File: src/rtl/irqe_pkg.sv
package irqe_pkg;

    // Source indices; a lower index has higher priority.
    localparam int SRC_TIMER = 0;
    localparam int SRC_VIDEO = 1;
    localparam int NUM_SRC   = 2;

    typedef enum logic {
        ST_RUN   = 1'b0,
        ST_ENTRY = 1'b1
    } irqe_state_e;

endpackage

File: src/rtl/irqe_tmr_latch.sv
module irqe_tmr_latch (
    input  logic clk,
    input  logic rst_n,
    input  logic tick_i,
    input  logic ack_i,
    output logic pend_o
);

    logic pend_q;

    always_ff @(posedge clk) begin
        if (!rst_n) begin
            pend_q <= 1'b0;
        end else if (tick_i) begin
            pend_q <= 1'b1;
        end else if (ack_i) begin
            pend_q <= 1'b0;
        end
    end

    assign pend_o = pend_q;

    AST_ACK_CLEARS: assert property (@(posedge clk) disable iff (!rst_n)
        (ack_i && !tick_i) |=> !pend_o);

    AST_TICK_SETS: assert property (@(posedge clk) disable iff (!rst_n)
        tick_i |=> pend_o);

endmodule

File: src/rtl/irqe_mask_reg.sv
module irqe_mask_reg (
    input  logic clk,
    input  logic rst_n,
    input  logic boundary_i,
    input  logic clr_i,
    input  logic set_i,
    input  logic take_i,
    output logic dis_o
);

    logic dis_q;

    // The value held here is the flag as the current instruction saw it
    // at its start; the instruction's own effect lands at its boundary.
    always_ff @(posedge clk) begin
        if (!rst_n) begin
            dis_q <= 1'b1;
        end else if (boundary_i) begin
            if (take_i || set_i) begin
                dis_q <= 1'b1;
            end else if (clr_i) begin
                dis_q <= 1'b0;
            end
        end
    end

    assign dis_o = dis_q;

    AST_TAKE_MASKS: assert property (@(posedge clk) disable iff (!rst_n)
        (boundary_i && take_i) |=> dis_o);

    AST_CLR_OPENS: assert property (@(posedge clk) disable iff (!rst_n)
        (boundary_i && clr_i && !set_i && !take_i) |=> !dis_o);

endmodule

File: src/rtl/irqe_arbiter.sv
module irqe_arbiter #(
    parameter int NUM_SRC = 2
) (
    input  logic [NUM_SRC-1:0] req_i,
    output logic [NUM_SRC-1:0] grant_o,
    output logic               any_o
);

    logic [NUM_SRC:0] seen;

    assign seen[0] = 1'b0;

    generate
        for (genvar i = 0; i < NUM_SRC; i++) begin : g_prio
            assign seen[i+1]  = seen[i] | req_i[i];
            assign grant_o[i] = req_i[i] & ~seen[i];
        end
    endgenerate

    assign any_o = seen[NUM_SRC];

    always_comb begin
        AST_GRANT_ONEHOT: assert ($onehot0(grant_o));
    end

endmodule

File: src/rtl/irqe_entry_fsm.sv
module irqe_entry_fsm
    import irqe_pkg::*;
#(
    parameter int NUM_SRC      = 2,
    parameter int ENTRY_CYCLES = 8
) (
    input  logic               clk,
    input  logic               rst_n,
    input  logic               take_i,
    input  logic [NUM_SRC-1:0] grant_i,
    output logic               busy_o,
    output logic               start_o,
    output logic [NUM_SRC-1:0] vec_o
);

    localparam int CNT_W = $clog2(ENTRY_CYCLES + 1);
    localparam logic [CNT_W-1:0] CNT_LOAD = CNT_W'(ENTRY_CYCLES - 1);

    irqe_state_e      state_q, state_d;
    logic [CNT_W-1:0] cnt_q, cnt_d;
    logic [NUM_SRC-1:0] vec_q, vec_d;
    logic             start_q, start_d;

    // State register
    always_ff @(posedge clk) begin
        if (!rst_n) begin
            state_q <= ST_RUN;
            cnt_q   <= '0;
            vec_q   <= '0;
            start_q <= 1'b0;
        end else begin
            state_q <= state_d;
            cnt_q   <= cnt_d;
            vec_q   <= vec_d;
            start_q <= start_d;
        end
    end

    // Next state and outputs
    always_comb begin
        state_d = state_q;
        cnt_d   = cnt_q;
        vec_d   = vec_q;
        start_d = 1'b0;
        unique case (state_q)
            ST_RUN: begin
                if (take_i) begin          // accept
                    state_d = ST_ENTRY;
                    cnt_d   = CNT_LOAD;
                    vec_d   = grant_i;
                    start_d = 1'b1;
                end
            end
            ST_ENTRY: begin
                if (cnt_q == '0) begin     // entry done
                    state_d = ST_RUN;
                    vec_d   = '0;
                end else begin
                    cnt_d = cnt_q - 1'b1;
                end
            end
            default: state_d = ST_RUN;
        endcase
    end

    assign busy_o  = (state_q == ST_ENTRY);
    assign start_o = start_q;
    assign vec_o   = vec_q;

    // Checker counter for the busy window length.
    logic [CNT_W:0] run_q;
    always_ff @(posedge clk) begin
        if (!rst_n) begin
            run_q <= '0;
        end else if (busy_o) begin
            run_q <= run_q + 1'b1;
        end else begin
            run_q <= '0;
        end
    end

    AST_BUSY_LEN: assert property (@(posedge clk) disable iff (!rst_n)
        $fell(busy_o) |-> (run_q == (CNT_W+1)'(ENTRY_CYCLES)));

    AST_BUSY_MAX: assert property (@(posedge clk) disable iff (!rst_n)
        (run_q == (CNT_W+1)'(ENTRY_CYCLES)) |-> !busy_o);

    AST_START_FROM_TAKE: assert property (@(posedge clk) disable iff (!rst_n)
        start_o |-> (busy_o && $past(take_i)));

endmodule

File: src/rtl/irq_entry_ctrl.sv
module irq_entry_ctrl
    import irqe_pkg::*;
#(
    parameter int ENTRY_CYCLES = 8
) (
    input  logic       clk,
    input  logic       rst_n,
    input  logic       insn_done_i,
    input  logic       flag_clr_i,
    input  logic       flag_set_i,
    input  logic       timer_tick_i,
    input  logic       timer_ack_wr_i,
    input  logic       video_req_i,
    output logic       entry_start_o,
    output logic [1:0] vec_sel_o,
    output logic       busy_o,
    output logic       irq_off_o,
    output logic       timer_pend_o
);

    logic               tmr_pend;
    logic               dis;
    logic               busy;
    logic               boundary;
    logic               take;
    logic               any_req;
    logic [NUM_SRC-1:0] req;
    logic [NUM_SRC-1:0] grant;
    logic [NUM_SRC-1:0] vec;
    logic               start;

    irqe_tmr_latch u_tmr (
        .clk    (clk),
        .rst_n  (rst_n),
        .tick_i (timer_tick_i),
        .ack_i  (timer_ack_wr_i),
        .pend_o (tmr_pend)
    );

    assign req[SRC_TIMER] = tmr_pend;
    assign req[SRC_VIDEO] = video_req_i;

    irqe_arbiter #(.NUM_SRC(NUM_SRC)) u_arb (
        .req_i   (req),
        .grant_o (grant),
        .any_o   (any_req)
    );

    // Boundaries count only outside the entry window.
    assign boundary = insn_done_i & ~busy;
    assign take     = boundary & ~dis & any_req;

    irqe_mask_reg u_mask (
        .clk        (clk),
        .rst_n      (rst_n),
        .boundary_i (boundary),
        .clr_i      (flag_clr_i),
        .set_i      (flag_set_i),
        .take_i     (take),
        .dis_o      (dis)
    );

    irqe_entry_fsm #(
        .NUM_SRC      (NUM_SRC),
        .ENTRY_CYCLES (ENTRY_CYCLES)
    ) u_fsm (
        .clk     (clk),
        .rst_n   (rst_n),
        .take_i  (take),
        .grant_i (grant),
        .busy_o  (busy),
        .start_o (start),
        .vec_o   (vec)
    );

    assign entry_start_o = start;
    assign vec_sel_o     = vec;
    assign busy_o        = busy;
    assign irq_off_o     = dis;
    assign timer_pend_o  = tmr_pend;

    AST_TIMER_FIRST: assert property (@(posedge clk) disable iff (!rst_n)
        (insn_done_i && !busy_o && !irq_off_o && timer_pend_o)
        |=> (entry_start_o && vec_sel_o == 2'b01));

    AST_MASK_BLOCKS: assert property (@(posedge clk) disable iff (!rst_n)
        (insn_done_i && irq_off_o) |=> !entry_start_o);

    AST_AUTO_MASK: assert property (@(posedge clk) disable iff (!rst_n)
        entry_start_o |-> irq_off_o);

    AST_NO_START_OFF_BOUNDARY: assert property (@(posedge clk) disable iff (!rst_n)
        !(insn_done_i && !busy_o) |=> !entry_start_o);

endmodule

File: config.mk
export PLATFORM = sky130hd
export DESIGN_NAME = irq_entry_ctrl
export DESIGN_NICKNAME = d
export VERILOG_FILES = /design/src/rtl/irqe_pkg.sv /design/src/rtl/irqe_tmr_latch.sv /design/src/rtl/irqe_mask_reg.sv /design/src/rtl/irqe_arbiter.sv /design/src/rtl/irqe_entry_fsm.sv /design/src/rtl/irq_entry_ctrl.sv
export SDC_FILE = /design/constraint.sdc
export NUM_CORES = 1
export LEC_CHECK = 0
export ABC_CLOCK_PERIOD_IN_PS = 4800
export BUFFER_PORTS_ARGS = -buffer_cell sky130_fd_sc_hd__buf_4
export CORE_AREA = 4 4 41 43
export CTS_CLUSTER_DIAMETER = 40
export CTS_CLUSTER_SIZE = 24
export DETAILED_ROUTE_END_ITERATION = 10
export DIE_AREA = 0 0 45 47
export GPL_TIMING_DRIVEN = 1
export SLEW_MARGIN = 0
export SYNTH_ARGS = -nofsm -noshare
export SYNTH_HDL_FRONTEND = slang
export SYNTH_SLANG_ARGS = --single-unit
File: constraint.sdc
create_clock -name clk -period 4.8 [get_ports clk]
set_input_delay 0.96 -clock clk [delete_from_list [all_inputs] [get_ports clk]]
set_output_delay 0.96 -clock clk [all_outputs]
set_load 0.03 [all_outputs]
# After elaboration in Yosys (flattened, before gate mapping)
# Cells that the tools add are included.
# classes
mux,13
reduce_logical,8
add_sub_neg,1
n_eq_ne,3
n_bitwise,9
# op_table
op,count
4-bit 2-to-1 mux,2
4-bit one-hot mux with 2 select lines,1
1-bit 2-to-1 mux,6
2-bit AND reduction,3
1-bit AND,4
4-bit zero test,1
2-bit 2-to-1 mux,2
"2-bit inequality test, second input constant",2
1-bit inverter,4
2-bit one-hot mux with 2 select lines,1
2-bit nonzero test,2
"4-bit by 1-bit subtractor with 4-bit output, second input constant",1
"2-bit by 1-bit inequality test with 1-bit output, second input constant",1
1-bit one-hot mux with 2 select lines,1
2-bit OR reduction,1
1-bit logical OR,1
1-bit OR,1
# word_totals
ff_bits,10
wordCells,40
in_bits,8

# Logic depth before layout (Yosys ltp)
# Gate-level depths: netlist of the first run.
# logic_depth
ltp_word,7
depth_mapped,5
depth_no_buf,5

# By module
# Synthesis of the first run repeated with hierarchy kept, for this count alone.
# unflattened
cells_unflattened,51
hier_area_um2,470.5
# by_module_without_submodules
mod,area_each_um2,seq_area_each_um2,n_inst,cells_each
irqe_entry_fsm,342.8,160.2,1,39
irqe_mask_reg,45.0,20.0,1,4
irqe_tmr_latch,41.3,20.0,1,3
irq_entry_ctrl,21.3,0.0,1,2
irqe_arbiter,20.0,0.0,1,3

# Worst setup path after synthesis of the first run
# Ideal clock, no wire load.
# synth_timing
kind,input -> register
from,in insn_done_i
to,reg u_fsm.cnt_q[2]
required_time_ns,4.705
setup_time_ns,0.095
arrival_time_ns,1.898
path_buffers,0
path_stages,3
path_slack_ns,2.807
path_cell_list,or3b_2 or2_1 a221oi_1
# synth_via
elab_chain_cells,5
# synth_lines
element,line,text
"start, declared",irq_entry_ctrl.sv:8,"input logic insn_done_i,"
1-bit AND,irq_entry_ctrl.sv:50,assign boundary = insn_done_i & ~busy;
1-bit AND (2 in series),irq_entry_ctrl.sv:51,assign take = boundary & ~dis & any_req;
2-bit by 1-bit inequality test with 1-bit output (no source line),--,
2-bit AND reduction (no source line),--,
"end signal, assigned",irqe_entry_fsm.sv:33,cnt_q <= cnt_d;
"end, declared",irqe_entry_fsm.sv:20,"logic [CNT_W-1:0] cnt_q, cnt_d;"
# Every way passes these cells.
# A chain may end at the register's enable or synchronous reset.

# Final worst setup path of the first run
# layout_timing
from,"reg u_fsm.state_q, in the netlist u_fsm.busy_o"
to,out busy_o
# layout_lines
element,line,text
"start, declared",irqe_entry_fsm.sv:19,"irqe_state_e state_q, state_d;"
"start signal, assigned",irqe_entry_fsm.sv:32,state_q <= state_d;
"end, declared",irq_entry_ctrl.sv:16,"output logic busy_o,"
# No word-level cell between the ends.

==> results of run 1 <==
cell families after synthesis:
logic type	after synthesis	share of synthesized area (%)
xor gates and xnor gates	1	1.93
buffers and inverters	7	6.63
muxes	1	2.21
DFF	10	44.2
and+or+nand+nor	19	23.5
AOI/OAI and AO/OA	11	18.8
adders and majority gates	1	2.76
through the flow:
stage / hold WS [ps] / utilization, %
2_1_floorplan: 470 / -
3_3_place_gp: 455 / 42.9
3_5_place_dp: 469 / 42.9
4_1_cts: 477 / 44.6
5_1_grt: 505 / 44.6
6_report: 473 / 44.6
state kept, by name, indices dropped and copies added, names as in the netlist:
signal         flops
u_fsm.cnt_q        4
u_fsm.vec_o        2
u_fsm.busy_o       1
u_fsm.start_o      1
u_mask.dis_o       1
u_tmr.pend_o       1
per-layer routing:
layer | part of all wire (%) | GRT usage, % | vias to the layer above
li1 | - | - | 206
met1 | 46 | 11.9 | 170
met2 | 43 | 12.7 | 10
met3 | 8.7 | 2.68 | 2
met4 | 1.7 | 12.3 | 0
met5 | 0 | 0 | -
area by class of cell:
class,count,area (µm²),share of cell area (%)
well taps,15,18.8,3.23
clock buffers,3,22.5,3.88
repair buffers,13,97.6,16.8
flip-flops and latches,10,200,34.5
inverters,5,18.8,3.23
multi-input cells,33,223,38.4
report_power, final:
group / internal (mW) / total [mW] / switching [mW]
combinational: 0.0111 / 0.0227 / 0.0116
clock: 0.0289 / 0.0554 / 0.0265
sequential: 0.0857 / 0.0881 / 0.00242
total: 0.126 / 0.166 / 0.0405
synth_stat cells (all sizes together):
cell | number | share of area (%)
a211oi | 1 | 2.8
a21oi | 2 | 2.2
a221oi | 1 | 1.9
a31oi | 1 | 1.4
a32oi | 1 | 1.9
and2 | 1 | 1.7
buf | 1 | 1.7
clkbuf | 1 | 0.83
dfxtp | 10 | 44
ha | 1 | 2.8
inv | 5 | 4.1
mux2i | 1 | 2.2
nand2 | 4 | 3.3
nand3 | 3 | 3.3
nand3b | 1 | 1.7
nor2 | 5 | 4.1
o21a | 1 | 1.7
o22ai | 2 | 2.8
o311a | 1 | 2.2
o31a | 1 | 1.9
or2 | 1 | 1.4
or3b | 3 | 5.8
or4b | 1 | 2.2
xnor2 | 1 | 1.9
worst max path at each step:
| stage | start | slack, ps | end |
|---|---|---|---|
| 2_1_floorplan | insn_done_i | 2810 | u_fsm.cnt_q[2]$_SDFFE_PN0P_ |
| 3_3_place_gp | insn_done_i | 2680 | u_fsm.cnt_q[2]$_SDFFE_PN0P_ |
| 3_5_place_dp | insn_done_i | 2640 | u_fsm.cnt_q[2]$_SDFFE_PN0P_ |
| 4_1_cts | u_fsm.busy_o$_SDFF_PN0_ | 2830 | busy_o |
| 5_1_grt | u_fsm.busy_o$_SDFF_PN0_ | 2780 | busy_o |
| 6_report | u_fsm.busy_o$_SDFF_PN0_ | 2860 | busy_o |
==> metrics, run 1 <==
most common cell after layout, fill and taps aside buf_4; largest net degree at the start of global routing 12; DP HPWL roughly 690 µm; final std cells w/o fill just under 80; Mapped Area approximately 450 µm²; H-tree levels 1; Worst R2R Start u_fsm.cnt_q[0]$_SDFFE_PN0P_; I/O Buffers 13; reg2reg end u_fsm.cnt_q[1]$_SDFFE_PN0P_; Post-CTS Setup Bufs 0; hold path start u_fsm.vec_o[1]$_SDFFE_PN0P_; placed insts 76; Yosys Warn Count 0; post-route minimum period approximately 1900 ps; fillers 143; Setup crit start kind flop; Max Clock Skew around 2.0 ps; Maximum Capacitance Violations 0; Iteration-0 DRC Markers 3; pwr dens 286 nW/µm²; vias post-DR between 300 and 400; core area 1300 µm²; CP max stage delay approximately 500 ps; CTS Hold Bufs 0; HP Class reg2reg; Top delay family on crit path flip-flops; final period utilization between 40% and 50%; Critical Path End Type primary output; CP Max Fanout 11; Gate Count Post-Synth 50; Chip Width ~45 µm; Register-to-Register Path Depth 5; Die H about 47 µm; post_cts resized 0; Final ANT Viol Nets 0; count of final hold-check violations 0; Crit path depth 1; Power Total between 150 and 200 µW; drt first pass iters 2; max_slew headroom 77.4%; routability cong. approximately 0.66; Rows 13; final setup margin roughly 2900 ps; detailed-route wire length per cell 11.2 µm; CTS buffer count 3; initial antenna violation count 0; Worst-path clk slew 60 ps; Worst-Skew Late Latency between 200 and 300 ps; Die ar. 2120 µm²; Final Cell Area 581 µm²; nets 75; CP required approximately 3800 ps; Worst Setup Path Type reg2out; synthesis-stage register bit count 10; Clock Sinks 10; Hold Path Stages 2; global route overflow 0; Tot GR Track Use roughly a tenth; fraction of layout cells with a size suffix above 1 31.3%; vias in the first global route 336; Avg Cell Area, Syn approximately 9 µm²; achievable clock frequency roughly 0.52 GHz; DR vias/cell about 4.9; layout overhead on the synthesized area 28.2%; TNS Setup 0 ps; I/O pin cnt 14; Buf/Inv on CP 1; library cells used by synthesis 25; Worst Path Arrival 980 ps; TritonCTS clock tree yes; global-route wire length before repair approximately 1400 µm; Detailed Route WL 881 µm; Post-Place Setup Slack approximately 2600 ps; Worst VDD drop roughly 0.15 mV; worst-margin pin slew between 300 and 400 ps; dpl cell area 558 µm²; Worst Hold Endpoint u_fsm.vec_o[1]$_SDFFE_PN0P_; Seq/Total Area, Yosys ~44%; Slew Viols, Final 0; outcome complete, no violations; Lkg Pwr between 0.2 and 0.25 nW; worst-path cell chain buf_4; # diodes 0; RSZ-0062 raised after global routing no; CTS root buffer clkbuf_4; maximum clock path buffer count 2; DRC 0; reg-to-reg slack, setup 3080 ps; endpoints failing setup 0; Slowest-stage cell, CP dfxtp_1; initial core utilization between 30% and 40%; commonest cells after routing, fill and taps aside 13 x buf_4, 10 x dfxtp_1, 5 x inv_1, 5 x nor2_1, 4 x nand2_1; syn nets between 50 and 60
Power figures use the tool's default switching activity.
==> run 2: changes to the inputs <==
- ABC_CLOCK_PERIOD_IN_PS: 4800 -> 1700
- clock period: 4.8 -> 1.7 ns (I/O delays scaled with it)
==> metrics, run 2 (same netlist as run 1, synthesis figures left out) <==
maximum clock path buffer count 2; vias post-DR 410; final period utilization 94.5%; achievable clock frequency between 0.6 and 0.7 GHz; DR vias/cell roughly 5.0; Lkg Pwr around 0.26 nW; Final ANT Viol Nets 0; Setup crit start kind flop; Top reg by flops u_fsm.cnt_q; CTS root buffer clkbuf_4; Post-Place Setup Slack -5.84 ps; I/O pin cnt 14; H-tree levels 1; TritonCTS clock tree yes; Critical Path End Type flop; Worst VDD drop between 0.3 and 0.4 mV; endpoints failing setup 0; TNS Setup 0 ps; fillers approximately 140; initial core utilization around a third; placed insts 79; Die ar. between 2000 and 2500 µm²; global route overflow 0; vias in the first global route around 400; initial antenna violation count 0; count of final hold-check violations 0; max reg flops 4; drt first pass iters 4; nets 78; Worst-Skew Late Latency around 260 ps; routability cong. approximately 0.79; Post-CTS Setup Bufs 0; RSZ-0062 raised after global routing no; detailed-route wire length per cell about 11 µm; final setup margin between 90 and 100 ps; global-route wire length before repair ~1700 µm; Chip Width around 45 µm; DRC 0; CTS buffer count 3; Worst Setup Path Type reg2reg; DP HPWL roughly 720 µm; Tot GR Track Use about 11%; layout overhead on the synthesized area 35.6%; CP required about 1900 ps; CP Max Fanout 4; Clock Sinks 10; worst-margin pin slew approximately 300 ps; # diodes 0; Worst Path Arrival 1760 ps; core area 1300 µm²; largest net degree at the start of global routing 9; final std cells w/o fill 82; Worst-path clk slew around 60 ps; pwr dens ~790 nW/µm²; post-route minimum period about 1600 ps; final core occ 47.2%; HP Class in2reg; commonest cells after routing, fill and taps aside 16 x buf_4, 8 x dfxtp_1, 5 x inv_1, 5 x nor2_1, 4 x nand2_1; Max Clock Skew 3.11 ps; Die H between 40 and 50 µm; max_slew headroom between 80% and 90%; Iteration-0 DRC Markers 10; Rows 13; fraction of layout cells with a size suffix above 1 about two fifths; Power Total 483 µW; I/O Buffers 13; most common cell after layout, fill and taps aside buf_4; Slew Viols, Final 0; Detailed Route WL around 900 µm; outcome complete, no violations; Maximum Capacitance Violations 0
-- run 2: area by class of cell --
class,instances,area (µm²),area share (%)
multi-input cells,33,231,37.7
well taps,15,18.8,3.05
inverters,5,18.8,3.05
flip-flops and latches,10,203,33.0
repair buffers,16,120,19.6
clock buffers,3,22.5,3.67
-- run 2: final timing paths --
| kind | from | endpoint | slack, ps | depth (start not counted) |
|---|---|---|---|---|
| min reg2reg | u_fsm.vec_o[1]$_SDFFE_PN0P_ | u_fsm.vec_o[1]$_SDFFE_PN0P_ | 460 | 2 |
| max | u_fsm.cnt_q[0]$_SDFFE_PN0P_ | u_fsm.cnt_q[1]$_SDFFE_PN0P_ | 90 | 5 |
| min | timer_tick_i | u_tmr.pend_o$_SDFFE_PN0P_ | 290 | 3 |
| max reg2reg | u_fsm.cnt_q[0]$_SDFFE_PN0P_ | u_fsm.cnt_q[1]$_SDFFE_PN0P_ | 90 | 5 |
-- run 2: per-layer routing --
| metal | vias up | share of wire (%) | wire [µm] | global-route usage (%) |
|---|---|---|---|---|
| li1 | 213 | - | - | - |
| met5 | - | 0 | 0 | 0 |
| met2 | 9 | 43 | 398 | 16.1 |
| met3 | 4 | 6.8 | 63 | 2.68 |
| met1 | 184 | 47 | 433 | 14.2 |
| met4 | 0 | 2.9 | 27 | 10.5 |
-- run 2: report_power, final --
part | internal, mW | switching, mW
clock | 0.0817 | 0.0774
combinational | 0.0400 | 0.0352
sequential | 0.242 | 0.00677
total | 0.364 | 0.119
-- run 2: critical path, stage by stage (launching register included) --
cell     delay (ps)
dfxtp_2         330
inv_1            50
ha_1            180
or3b_4          400
and2_2          220
o311a_1         310
-- run 2: repair_timing --
item                       CTS  global route
resized for setup            2             1
setup endpoints to repair    2             1
hold buffers                 0             0
hold endpoints to repair     0             0
pin swaps                    0             0
-- run 2: metrics by stage --
stage | hold WS (ps) | area [µm²]
after floorplan | 457 | 454
after global placement | 451 | 582
after detailed placement | 457 | 582
after CTS | 291 | 613
after global routing | 313 | 614
final | 292 | 614
==> run 3: changes to the inputs <==
- CELL_PAD_IN_SITES_DETAIL_PLACEMENT: default -> 1
- CELL_PAD_IN_SITES_GLOBAL_PLACEMENT: default -> 1
- CORE_AREA: 4 4 41 43 -> default
- CORE_MARGIN: default -> 4
- CORE_UTILIZATION: default -> 30
- DIE_AREA: 0 0 45 47 -> default
- PLACE_DENSITY_LB_ADDON: default -> 0.1
==> metrics, run 3 (same netlist as run 1, synthesis figures left out) <==
CP max stage delay between 500 and 600 ps; detailed-route wire length per cell around 13 µm; fraction of layout cells with a size suffix above 1 a little under 40%; DRC 0; Iteration-0 DRC Markers 1; post_cts resized 0; Chip Width around 47 µm; drt first pass iters 3; pwr dens between 700 and 800 nW/µm²; Die ar. ~2200 µm²; Top reg by flops u_fsm.cnt_q; # diodes 0; Clock Sinks 10; dpl cell area a little under 600 µm²; Tot GR Track Use between 10% and 20%; final period utilization between 90% and 100%; core area about 1400 µm²; Worst Setup Path Type reg2reg; Worst-path clk slew approximately 60 ps; TNS Setup 0 ps; initial core utilization approximately a third; Setup crit start kind flop; Maximum Capacitance Violations 0; global route overflow 0; fillers between 150 and 200; Die H ~47 µm; Worst VDD drop 0.479 mV; count of final hold-check violations 0; Buf/Inv on CP 1; DR vias/cell about 5.2; post-route minimum period around 1600 ps; CP required 1890 ps; worst-margin pin slew between 300 and 400 ps; I/O pin cnt 14; Slew Viols, Final 0; final core occ between 40% and 50%; Max Clock Skew 5.45 ps; RSZ-0062 raised after global routing no; achievable clock frequency 0.615 GHz; vias in the first global route between 300 and 400; max_slew headroom roughly four fifths; Final Cell Area 621 µm²; largest net degree at the start of global routing 9; CTS Hold Bufs 0; DP HPWL between 800 and 900 µm; layout overhead on the synthesized area 37.0%; TritonCTS clock tree yes; vias post-DR between 400 and 500; initial antenna violation count 0; Slowest-stage cell, CP or4b_4; Critical Path End Type flop; endpoints failing setup 0; HP Class in2reg; outcome complete, no violations; Worst-Skew Late Latency 260 ps; most common cell after layout, fill and taps aside buf_4; Final ANT Viol Nets 0; CTS root buffer clkbuf_4; Detailed Route WL between 1000 and 1500 µm; global-route wire length before repair 1730 µm; nets 79; routability cong. approximately 0.74; commonest cells after routing, fill and taps aside 17 x buf_4, 9 x dfxtp_1, 5 x inv_1, 5 x nor2_1, 4 x nand2_1; Post-CTS Setup Bufs 0; max reg flops 4; H-tree levels 1; I/O Buffers 13; CP Max Fanout 3; Top delay family on crit path simple AND/OR/NAND/NOR gates; CTS buffer count 3; worst hold margin 296 ps; Worst Path Arrival 1810 ps; maximum clock path buffer count 2; worst-path cell chain buf_4 > or4b_4 > or3b_4 > a211oi_2; Lkg Pwr between 0.2 and 0.3 nW; Rows 13
==> run 3: changes by cell type in the layout (fill, tap and decap cells not counted), sizes merged <==
cell  previous run  this run
buf             16        17
==> run 3: final timing paths <==
kind | startpoint | to | slack (ps) | depth (start not counted)
max | u_fsm.cnt_q[0]$_SDFFE_PN0P_ | u_fsm.cnt_q[3]$_SDFFE_PN0P_ | 70 | 4
min | timer_tick_i | u_tmr.pend_o$_SDFFE_PN0P_ | 300 | 3
max reg2reg | u_fsm.cnt_q[0]$_SDFFE_PN0P_ | u_fsm.cnt_q[3]$_SDFFE_PN0P_ | 70 | 4
min reg2reg | u_fsm.vec_o[1]$_SDFFE_PN0P_ | u_fsm.vec_o[1]$_SDFFE_PN0P_ | 460 | 2
==> run 3: stage by stage <==
stage	worst slack, ps	instances	power, mW
floorplan	43.2	50	0.293
global placement	59.3	80	0.327
detailed placement	32.4	80	0.328
CTS	20.0	83	0.490
global route	0.653	83	0.515
finish	72.7	83	0.481
==> run 3: layout make-up <==
type | instances | area, µm² | share of cell area [%]
Multi-Input combinational cell | 33 | 231 | 37.3
Inverter | 5 | 18.8 | 3.02
Sequential cell | 10 | 201 | 32.5
Tap cell | 15 | 18.8 | 3.02
Clock buffer | 3 | 22.5 | 3.63
Timing Repair Buffer | 17 | 128 | 20.6
==> run 3: routing by layer <==
layer	track usage, %	vias up	wire length [µm]
met2	17.1	14	458
met3	6.13	0	95
met4	1.66	0	0
li1	-	215	-
met1	14.4	201	499
met5	0	-	0
==> run 3: worst min-delay path, delay by kind of cell <==
kind | cells | cell delay, ps
AO/OA/AOI/OAI | 1 | 30
AND/OR/NAND/NOR | 1 | 70
buffers and inverters | 1 | 80
==> run 3: power by group <==
group / switching [mW] / internal, mW
Sequential: 0.00636 / 0.242
Clock: 0.0750 / 0.0815
Combinational: 0.0360 / 0.0402
Total: 0.117 / 0.364
